[src/rtl/ddrchk_pkg.sv]
package ddrchk_pkg;

  typedef enum logic [2:0] {
    CMD_MRS = 3'b000,
    CMD_REF = 3'b001,
    CMD_PRE = 3'b010,
    CMD_ACT = 3'b011,
    CMD_WR  = 3'b100,
    CMD_RD  = 3'b101,
    CMD_BST = 3'b110,
    CMD_NOP = 3'b111
  } cmdE;

  localparam int BANKS  = 4;
  localparam int BANK_W = 2;
  localparam int CODE_W = 4;

  localparam logic [CODE_W-1:0] VC_NONE     = 4'd0;
  localparam logic [CODE_W-1:0] VC_CLOSED   = 4'd1;
  localparam logic [CODE_W-1:0] VC_OPEN     = 4'd2;
  localparam logic [CODE_W-1:0] VC_WR_PRE   = 4'd3;
  localparam logic [CODE_W-1:0] VC_RD_PRE   = 4'd4;
  localparam logic [CODE_W-1:0] VC_WR_RD    = 4'd5;
  localparam logic [CODE_W-1:0] VC_RD_WR    = 4'd6;
  localparam logic [CODE_W-1:0] VC_BST_WR   = 4'd7;
  localparam logic [CODE_W-1:0] VC_MRS_GAP  = 4'd8;
  localparam logic [CODE_W-1:0] VC_SR_OTHER = 4'd9;
  localparam logic [CODE_W-1:0] VC_SR_READ  = 4'd10;

  // Decoded command strobes handed from control to datapath.
  typedef struct packed {
    logic              anyCmd;
    logic              act;
    logic              rd;
    logic              wr;
    logic              pre;
    logic              preAll;
    logic              mrs;
    logic              bst;
    logic              autoPre;
    logic              srExit;
    logic [BANK_W-1:0] bank;
  } strobeT;

endpackage

[src/rtl/ddrchk_timer.sv]
module ddrchk_timer #(
  parameter int W = 8
) (
  input  logic         clk,
  input  logic         rstN,
  input  logic         load,
  input  logic [W-1:0] loadVal,
  output logic         busy
);

  logic [W-1:0] count;

  always_ff @(posedge clk or negedge rstN) begin
    if (!rstN)              count <= '0;
    else if (load)          count <= loadVal;
    else if (count != '0)   count <= count - 1'b1;
  end

  assign busy = (count != '0);

  AST_TIMER_COUNTS_DOWN: assert property (@(posedge clk) disable iff (!rstN)
    (!load && busy) |=> (count == W'($past(count) - 1'b1)));

endmodule

[src/rtl/ddrchk_ctrl.sv]
module ddrchk_ctrl
  import ddrchk_pkg::*;
(
  input  logic        clk,
  input  logic        rstN,
  input  logic        csN,
  input  logic        rasN,
  input  logic        casN,
  input  logic        weN,
  input  logic        a10,
  input  logic [1:0]  ba,
  input  logic        cke,
  output strobeT      strobe
);

  cmdE  cmd;
  logic live;
  logic srActive;
  logic srEnter;
  logic srExit;
  logic isRef;

  assign cmd  = cmdE'({rasN, casN, weN});
  assign live = !csN && cke;

  assign srEnter = !csN && !cke && !srActive && (cmd == CMD_REF);
  assign srExit  = srActive && cke;

  always_ff @(posedge clk or negedge rstN) begin
    if (!rstN)        srActive <= 1'b0;
    else if (srEnter) srActive <= 1'b1;
    else if (srExit)  srActive <= 1'b0;
  end

  assign isRef = live && (cmd == CMD_REF);

  always_comb begin
    strobe.anyCmd  = live && (cmd != CMD_NOP);
    strobe.act     = live && (cmd == CMD_ACT);
    strobe.rd      = live && (cmd == CMD_RD);
    strobe.wr      = live && (cmd == CMD_WR);
    strobe.pre     = live && (cmd == CMD_PRE);
    strobe.preAll  = a10;
    strobe.mrs     = live && (cmd == CMD_MRS);
    strobe.bst     = live && (cmd == CMD_BST);
    strobe.autoPre = a10;
    strobe.srExit  = srExit;
    strobe.bank    = {ba[0], ba[1]};
  end

  AST_ONE_COMMAND: assert property (@(posedge clk) disable iff (!rstN)
    $onehot0({strobe.act, strobe.rd, strobe.wr, strobe.pre, isRef, strobe.mrs, strobe.bst}));
  AST_DESELECT_QUIET: assert property (@(posedge clk) disable iff (!rstN)
    csN |-> !strobe.anyCmd);
  AST_SELFREF_SILENT: assert property (@(posedge clk) disable iff (!rstN)
    (srActive && !cke) |-> !strobe.anyCmd);

endmodule

[src/rtl/ddrchk_dp.sv]
module ddrchk_dp
  import ddrchk_pkg::*;
#(
  parameter int TW          = 8,
  parameter int MRS_GAP     = 2,
  parameter int SR_NONRD    = 10,
  parameter int SR_RD       = 200
) (
  input  logic              clk,
  input  logic              rstN,
  input  strobeT            strobe,
  input  logic [3:0]        burstLen,
  input  logic [2:0]        casLatX2,
  output logic              violValid,
  output logic [CODE_W-1:0] violCode
);

  logic [TW-1:0] half;
  logic          clSlow;
  logic [TW-1:0] ldWrPre, ldRdPre, ldWrRd, ldRdWr, ldBstWr;
  localparam logic [TW-1:0] LD_MRS  = TW'(MRS_GAP - 1);
  localparam logic [TW-1:0] LD_SR_N = TW'(SR_NONRD - 1);
  localparam logic [TW-1:0] LD_SR_R = TW'(SR_RD - 1);

  assign half    = TW'(burstLen) >> 1;
  assign clSlow  = (casLatX2 == 3'd5);
  assign ldWrPre = TW'(2) + half;
  assign ldRdPre = half - TW'(1);
  assign ldWrRd  = TW'(1) + half;
  assign ldRdWr  = clSlow ? (TW'(2) + half) : (TW'(1) + half);
  assign ldBstWr = clSlow ? TW'(2) : TW'(1);

  logic [BANKS-1:0] bankOpen;
  logic [BANKS-1:0] wrPreBusy, rdPreBusy, wrPreHit, rdPreHit;

  for (genvar b = 0; b < BANKS; b++) begin : gBank
    logic hit;
    logic preTarget;
    assign hit       = (strobe.bank == BANK_W'(b));
    assign preTarget = strobe.pre && (strobe.preAll || hit);

    ddrchk_timer #(.W(TW)) uWrPre (
      .clk(clk), .rstN(rstN), .load(strobe.wr && hit),
      .loadVal(ldWrPre), .busy(wrPreBusy[b]));
    ddrchk_timer #(.W(TW)) uRdPre (
      .clk(clk), .rstN(rstN), .load(strobe.rd && hit),
      .loadVal(ldRdPre), .busy(rdPreBusy[b]));

    assign wrPreHit[b] = preTarget && wrPreBusy[b];
    assign rdPreHit[b] = preTarget && rdPreBusy[b];

    always_ff @(posedge clk or negedge rstN) begin
      if (!rstN)                                            bankOpen[b] <= 1'b0;
      else if (strobe.act && hit)                           bankOpen[b] <= 1'b1;
      else if (preTarget)                                   bankOpen[b] <= 1'b0;
      else if ((strobe.rd || strobe.wr) && hit && strobe.autoPre) bankOpen[b] <= 1'b0;
    end
  end

  logic wrRdBusy, rdWrBusy, bstBusy, mrsBusy, srNBusy, srRBusy;

  ddrchk_timer #(.W(TW)) uWrRd (.clk(clk), .rstN(rstN), .load(strobe.wr),
    .loadVal(ldWrRd), .busy(wrRdBusy));
  ddrchk_timer #(.W(TW)) uRdWr (.clk(clk), .rstN(rstN), .load(strobe.rd),
    .loadVal(ldRdWr), .busy(rdWrBusy));
  ddrchk_timer #(.W(TW)) uBstWr (.clk(clk), .rstN(rstN), .load(strobe.bst),
    .loadVal(ldBstWr), .busy(bstBusy));
  ddrchk_timer #(.W(TW)) uMrs (.clk(clk), .rstN(rstN), .load(strobe.mrs),
    .loadVal(LD_MRS), .busy(mrsBusy));
  ddrchk_timer #(.W(TW)) uSrN (.clk(clk), .rstN(rstN), .load(strobe.srExit),
    .loadVal(LD_SR_N), .busy(srNBusy));
  ddrchk_timer #(.W(TW)) uSrR (.clk(clk), .rstN(rstN), .load(strobe.srExit),
    .loadVal(LD_SR_R), .busy(srRBusy));

  logic              selOpen;
  logic [CODE_W-1:0] code;

  assign selOpen = bankOpen[strobe.bank];

  always_comb begin
    if ((strobe.rd || strobe.wr) && !selOpen)                   code = VC_CLOSED;
    else if (strobe.act && selOpen)                             code = VC_OPEN;
    else if (|wrPreHit)                                         code = VC_WR_PRE;
    else if (|rdPreHit)                                         code = VC_RD_PRE;
    else if (strobe.rd && wrRdBusy)                             code = VC_WR_RD;
    else if (strobe.wr && rdWrBusy)                             code = VC_RD_WR;
    else if (strobe.wr && bstBusy)                              code = VC_BST_WR;
    else if ((strobe.act || strobe.mrs) && mrsBusy)             code = VC_MRS_GAP;
    else if (strobe.anyCmd && !strobe.rd && (strobe.srExit || srNBusy)) code = VC_SR_OTHER;
    else if (strobe.rd && (strobe.srExit || srRBusy))           code = VC_SR_READ;
    else                                                        code = VC_NONE;
  end

  always_ff @(posedge clk or negedge rstN) begin
    if (!rstN) begin
      violValid <= 1'b0;
      violCode  <= VC_NONE;
    end else begin
      violValid <= (code != VC_NONE);
      violCode  <= code;
    end
  end

  AST_ACT_OPENS: assert property (@(posedge clk) disable iff (!rstN)
    strobe.act |=> bankOpen[$past(strobe.bank)]);
  AST_PREALL_CLOSES: assert property (@(posedge clk) disable iff (!rstN)
    (strobe.pre && strobe.preAll) |=> (bankOpen == '0));
  AST_WR_PRE_FLAGGED: assert property (@(posedge clk) disable iff (!rstN)
    (|wrPreHit) |=> violValid);
  AST_SR_READ_GUARD: assert property (@(posedge clk) disable iff (!rstN)
    (strobe.rd && srRBusy) |=> (violValid && violCode != VC_NONE));
  AST_CODE_PAIRING: assert property (@(posedge clk) disable iff (!rstN)
    violValid |-> (violCode != VC_NONE));

endmodule

[src/rtl/ddrchk_top.sv]
module ddrchk_top
  import ddrchk_pkg::*;
#(
  parameter int TW       = 8,
  parameter int MRS_GAP  = 2,
  parameter int SR_NONRD = 10,
  parameter int SR_RD    = 200
) (
  input  logic       clk,
  input  logic       rstN,
  input  logic       csN,
  input  logic       rasN,
  input  logic       casN,
  input  logic       weN,
  input  logic       a10,
  input  logic [1:0] ba,
  input  logic       cke,
  input  logic [3:0] burstLen,
  input  logic [2:0] casLatX2,
  output logic       violValid,
  output logic [3:0] violCode
);

  strobeT strobe;

  ddrchk_ctrl uCtrl (
    .clk(clk), .rstN(rstN), .csN(csN), .rasN(rasN), .casN(casN),
    .weN(weN), .a10(a10), .ba(ba), .cke(cke), .strobe(strobe));

  ddrchk_dp #(.TW(TW), .MRS_GAP(MRS_GAP), .SR_NONRD(SR_NONRD), .SR_RD(SR_RD)) uDp (
    .clk(clk), .rstN(rstN), .strobe(strobe), .burstLen(burstLen),
    .casLatX2(casLatX2), .violValid(violValid), .violCode(violCode));

endmodule

[config.mk]
export PLATFORM = sky130hd
export DESIGN_NAME = ddrchk_top
export DESIGN_NICKNAME = d
export VERILOG_FILES = /design/src/rtl/ddrchk_pkg.sv /design/src/rtl/ddrchk_timer.sv /design/src/rtl/ddrchk_ctrl.sv /design/src/rtl/ddrchk_dp.sv /design/src/rtl/ddrchk_top.sv
export SDC_FILE = /design/constraint.sdc
export NUM_CORES = 1
export LEC_CHECK = 0
export BUFFER_PORTS_ARGS = -buffer_cell sky130_fd_sc_hd__buf_4
export CAP_MARGIN = 20
export CORE_ASPECT_RATIO = 2
export CORE_MARGIN = 5
export CORE_UTILIZATION = 35
export CTS_BUF_LIST = sky130_fd_sc_hd__clkbuf_8
export DETAILED_ROUTE_END_ITERATION = 12
export PLACE_DENSITY = 0.48
export RECOVER_POWER = 25
export SETUP_SLACK_MARGIN = 0.05
export SYNTH_ARGS = -nofsm -noshare
export SYNTH_HDL_FRONTEND = slang
export SYNTH_HIERARCHICAL = 1
export SYNTH_SLANG_ARGS = --single-unit
[constraint.sdc]
create_clock -name clk -period 2.55 [get_ports clk]
set_input_delay 0.3825 -clock clk [delete_from_list [all_inputs] [get_ports clk]]
set_output_delay 0.3825 -clock clk [all_outputs]
set_load 0.02 [all_outputs]
-- Yosys cells after proc, flatten, opt, wreduce, memory -nomap -nowiden
Cells that the tools add are included.
- add/subtract/negate cells: 17
- magnitude comparators: 1
- equality and inequality tests: 11
- muxes and demuxes: 56
- reductions and logical operators: 104
- operator list (cell ; number):
    two-way mux 8 bit ; 29
    nonzero test 8 bit ; 14
    subtractor 8 x 1 -> 8 bit (second input constant) ; 14
    logical AND 1 bit ; 53
    two-way mux 4 bit ; 10
    nonzero test 2 bit ; 15
    two-way mux 1 bit ; 15
    equality test 3 bit (second input constant) ; 4
    nonzero test 3 bit ; 4
    logical OR 1 bit ; 8
    OR reduction 4 bit ; 2
    equality test 3 x 2 -> 1 bit (second input constant) ; 2
    logical NOT 1 bit ; 5
    adder 1 x 3 -> 4 bit (first input constant) ; 1
    adder 2 x 3 -> 4 bit (first input constant) ; 1
    equality test 2 bit (second input constant) ; 2
    nonzero test 4 bit ; 1
    subtractor 3 x 1 -> 4 bit (second input constant) ; 1
    equality test 3 x 1 -> 1 bit (second input constant) ; 1
    logical NOT 3 bit ; 1
    < comparator 2 x 3 -> 1 bit (second input constant) ; 1
    != test 3 bit (second input constant) ; 1
    binary-select mux 1 bit (select 2 bit) ; 1
    equality test 2 x 1 -> 1 bit (second input constant) ; 1
    2 further kinds ; 2
- bits in registers: 122
- bits of input ports: 17
- output and inout port bits: 5
- logic and storage cells: 210

-- Logic depth before layout (Yosys ltp)
- depth after elaboration: 16
- depth in mapped cells: 10
- gate-level depth less buffers: 9

-- Hierarchy
Netlist, hierarchy kept.
- modules (own cells, without submodules) (module ; instances ; cells each ; area each (um^2) ; sequential area each (um^2)):
    ddrchk_timer at uDp.gBank[0].uRdPre ... ; 13 ; 55 ; 490.5 ; 200.2
    ddrchk_dp ; 1 ; 101 ; 878.3 ; 225.2
    ddrchk_timer at uDp.uWrRd ; 1 ; 59 ; 529.3 ; 200.2
    ddrchk_ctrl ; 1 ; 22 ; 161.4 ; 25.0

-- Least setup slack after synthesis
OpenSTA, ideal clock, no wires.
- kind: reg-to-reg
- from: register uDp.gBank[3].uWrPre.count[0]
- to: register uDp.violValid
- library setup time: 0.136 ns
- arrival: 2.287 ns
- data required time: 2.414 ns
- path slack: 0.127 ns
- cell stages (with the launch flop): 10
- path buffers: 0
- clock period less this slack: 2.423 ns
- path through: dfrtp_1 > inv_1 > ha_1 > or3b_2 > nor2_1 > inv_1 > mux4_2 > o21ai_4 > nand2_1 > nand4bb_1
- word-level cells in the longest chain between the ends: 7
- RTL lines (item ; line ; text):
    from (decl) ; ddrchk_timer.sv:11 ; logic [W-1:0] count;
    from (signal assigned) ; ddrchk_timer.sv:15 ; else if (load) count <= loadVal;
    from (signal assigned) ; ddrchk_timer.sv:16 ; else if (count != '0) count <= count - 1'b1;
    nonzero test 8 bit ; ddrchk_timer.sv:19 ; assign busy = (count != '0);
    via uDp.wrPreBusy[3] ; ddrchk_dp.sv:34 ; logic [BANKS-1:0] wrPreBusy, rdPreBusy, wrPreHit, rdPreHit;
    logical AND 1 bit ; ddrchk_dp.sv:49 ; assign wrPreHit[b] = preTarget && wrPreBusy[b];
    OR reduction 4 bit ; ddrchk_dp.sv:83 ; else if (|wrPreHit) code = VC_WR_PRE;
    two-way mux 4 bit ; ddrchk_dp.sv:83 ;
    two-way mux 4 bit ; ddrchk_dp.sv:82 ; else if (strobe.act && selOpen) code = VC_OPEN;
    two-way mux 4 bit ; ddrchk_dp.sv:81 ; if ((strobe.rd || strobe.wr) && !selOpen) code = VC_CLOSED;
    nonzero test 4 bit ; ddrchk_dp.sv:99 ; violValid <= (code != VC_NONE);
    to (signal assigned) ; ddrchk_dp.sv:99 ;
    to (decl) ; ddrchk_dp.sv:14 ; output logic violValid,
The timed path passes the listed nets, and every way through them passes these cells.
A chain may end at the register's enable or synchronous reset.

-- Final worst setup path
- from: register uDp.gBank[1].uWrPre.count[3]
- to: register uDp.violCode[1]
- word-level cells in the longest chain between the ends: 6
- RTL lines (item ; line ; text):
    from (decl) ; ddrchk_timer.sv:11 ;
    from (signal assigned) ; ddrchk_timer.sv:15 ;
    from (signal assigned) ; ddrchk_timer.sv:16 ;
    nonzero test 8 bit ; ddrchk_timer.sv:19 ;
    via uDp.wrPreBusy[1] ; ddrchk_dp.sv:34 ;
    logical AND 1 bit ; ddrchk_dp.sv:49 ;
    OR reduction 4 bit ; ddrchk_dp.sv:83 ;
    two-way mux 4 bit ; ddrchk_dp.sv:83 ;
    two-way mux 4 bit ; ddrchk_dp.sv:82 ;
    two-way mux 4 bit ; ddrchk_dp.sv:81 ;
    via uDp.code[1] ; ddrchk_dp.sv:76 ; logic [CODE_W-1:0] code;
    to (signal assigned) ; ddrchk_dp.sv:100 ; violCode <= code;
    to (decl) ; ddrchk_dp.sv:15 ; output logic [CODE_W-1:0] violCode
The timed path passes the listed nets, and every way through them passes these cells.

==> summary.txt <==
status -> finished, final reports clean
Via density -> 5.31
post-synthesis register bit count -> 122
GRT overflow -> 0
clk_skew -> 0.0151 ns
Clock Pin Slew Worst Setup and Hold Paths -> 0.09 ns
Commonest cells post-synth -> dfrtp_1 (122), nand2_1 (79), inv_1 (77)
Final Cell Area -> 0.00992 sq mm
Die H -> 223 microns
share of Yosys cell area claimed by the top area cell type -> 38.4%
Max FO, Critical Path -> 5
die width -> 117 microns
max frequency -> 422 MHz
row count -> 78
GPL Wtd Cong -> 0.804
core area -> 0.0225 sq mm
VDD IR-drop max -> 511 uV
Slew Viols, Final -> 0
Yosys top cell by area -> dfrtp_1
Hold Crit Depth -> 3
Rel. slew slack -> 3.75%
GRT busiest layer -> met2
pre-CTS setup slack -> -0.0341 ns
H-tree depth -> 4
Final #Nets -> 1,124
measured slew at the worst slew-check pin -> 1.44 ns
RSZ-0062 raised after global routing -> no
PortBufs -> 20
final critical-path share of the clock period -> 92.8%
ys async rst share -> 100%
worst min-delay path class -> in2reg
P_leak -> 4.07 nW
clock insertion delay at the later pin of the skew report -> 0.48 ns
Worst Path Arrival -> 2.72 ns
Detailed Routing Iterations Pass 1 -> 5
CP endpoint kind -> register
GRT Util Overall -> 17.5%
initial core utilization -> 35.2%
Layout Utilization -> 44.0%
DRC -> 0
power density over the cells -> 1110 mW/mm^2
Post-Place Cell Area -> 0.00937 sq mm
R2R cell count -> 7
synthesized area per cell -> 8.86 sq um
Worst setup SP type -> register
Crit Path Category -> reg2reg
DR vias -> 7,255
top-count cell post-synth -> dfrtp_1
Final Critical Period -> 2.37 ns
Critical R2R Launch -> uDp/gBank[1].uWrPre/count[3]
IO Pins -> 22
Clock Sinks -> 122
number of synthesized flops with an enable pin -> 0
routed length per instance -> 16.1 microns
R2R Setup Slk -> 0.18 ns
final hold violations -> 0
CTS tree -> done
register area share after synthesis -> 38.4%
cells after synthesis -> 897
Worst Slack Setup Final -> 0.183 ns
Cell variety after synth -> 61
first-pass GRT wire length -> 35,900 microns
Area growth syn-to-layout -> 24.9%
post-route ant nets -> 0
M3 GR Usage -> 3.58%
largest net degree at the start of global routing -> 51
worst hold endpoint -> uCtrl/srActive
Ant. Diodes -> 0
Syn Std Cell Area -> 0.00795 sq mm
CTS root buffer -> clkbuf_8
Final setup viols -> 0
Main synth FF type -> dfrtp_1
max cap viols -> 0
post-DP HPWL -> 16,400 microns
WP data required -> 2.91 ns
number of DRC markers in iteration 0 -> 276
synth warn -> 6
HP Start -> cke
share of layout cells above drive strength 1 -> 20.1%
Inserted Clock Buffers -> 17
Overall Power -> 11.0 mW
GR Util met2 -> 33.6%
Clock Tree Buf Depth -> 2
die area -> 0.0260 sq mm
Reg-to-Reg End -> uDp/violCode[1]
Setup TNS -> 0 ns
vias in the first global route -> 7,337
M1 GR Usage -> 18.2%
Total Wirelength -> 22,000 microns
initial antenna violation count -> 0
top cells by area in the synthesized netlist -> dfrtp_1 (38%), o31ai_1 (6.5%), ha_1 (5.2%), nand2_1 (3.7%), inv_1 (3.6%)
==> through the flow <==
step                std cells  hold WS (ns)
floorplan                 949        0.0869
global placement         1334         0.395
detailed placement       1334         0.390
CTS                      1367         0.122
global route             1367         0.146
finish                   1367         0.173
==> metal layers <==
layer,routed length (microns),share of wire [%]
met5,0,0
met2,12700,58
met3,496,2.3
met4,405,1.8
met1,8460,38
==> report_power, final <==
group	switching, mW	internal, mW	leakage (nW)
Sequential	0.918	2.88	1.46
Combinational	2.55	2.63	2.38
Clock	0.873	1.19	0.219
==> timing repair <==
action                     4_1_cts  5_1_grt
gates resized for setup          4       26
setup endpoints to repair        5        5
hold endpoints to repair        47        0
pin swaps                        0        3
buffers inserted                 0        0
hold buffers                     1        0
==> how the worst max path moves through the flow <==
stage | from | endpoint | slack [ns]
floorplan | uDp/gBank[3].uWrPre/count[0] | uDp/violValid | 0.13
global placement | uDp/gBank[1].uWrPre/count[1] | uDp/violValid | -0.02
detailed placement | uDp/gBank[1].uWrPre/count[0] | uDp/violValid | -0.03
CTS | uDp/gBank[1].uWrPre/count[1] | uDp/violValid | 0.05
global route | uDp/uWrRd/count[0] | uDp/violValid | 0.05
finish | uDp/gBank[1].uWrPre/count[3] | uDp/violCode[1] | 0.18
==> kinds of logic (layout without fill, tap and decap cells) <==
family,after synthesis,in the layout,synth area share (%)
buffers and inverters,102,240,5.15
adders and majority gates,33,33,5.20
other,2,54,0.0945
and+or+nand+nor,375,375,26.2
muxes,5,5,0.945
AOI/OAI and AO/OA,227,227,20.6
xor gates and xnor gates,31,31,3.42
DFF,122,122,38.4
==> sequential cells by signal (all words and copies together), names as in the netlist, 8 cells and up <==
| register | flops |
|---|---|
| uDp/gBank.uWrPre/count | 32 |
| uDp/uSrR/count | 8 |
| uDp/uMrs/count | 8 |
| uDp/gBank.uRdPre/count | 32 |
| uDp/uBstWr/count | 8 |
| uDp/uSrN/count | 8 |
| uDp/uRdWr/count | 8 |
| uDp/uWrRd/count | 8 |
==> cell type report <==
| type | count | area [sq um] |
|---|---|---|
| clock buffer | 22 | 303 |
| timing repair buffer | 131 | 992 |
| inverter | 77 | 289 |
| tap | 280 | 350 |
| sequential | 122 | 3050 |
| clock inverter | 10 | 163 |
| multi-input combinational | 725 | 4770 |
| fill | 2259 | 12600 |
==> critical path: stages, from the launching register on <==
cell and delay (ns):
dfrtp_1 0.44, or4_1 0.62, nor2_4 0.17, inv_1 0.06
mux4_2 0.48, o21ai_4 0.19, a21boi_0 0.19, a21boi_0 0.10
==> cells in the final DEF (no fill, tap or decap), drive strengths merged, types with 3 or more instances in the layout <==
cell,instances
nand2b,5
a21oi,17
a21boi,17
conb,54
nor4,16
o211ai,15
mux2i,3
nor3b,28
inv,77
clkbuf,24
o41ai,13
a21o,13
nor3,44
nand3,29
clkinvlp,5
or3b,15
nor2b,3
o31ai,70
a22o,5
and2,9
and3,6
nor2,77
a31oi,27
o22ai,4
a221oi,13
buf,128
nand2,79
nand4,14
bufinv,4
o21ai,22
xnor2,29
dfrtp,122
or4,41
ha,33
Note: power is estimated with default switching activity, not from simulation.
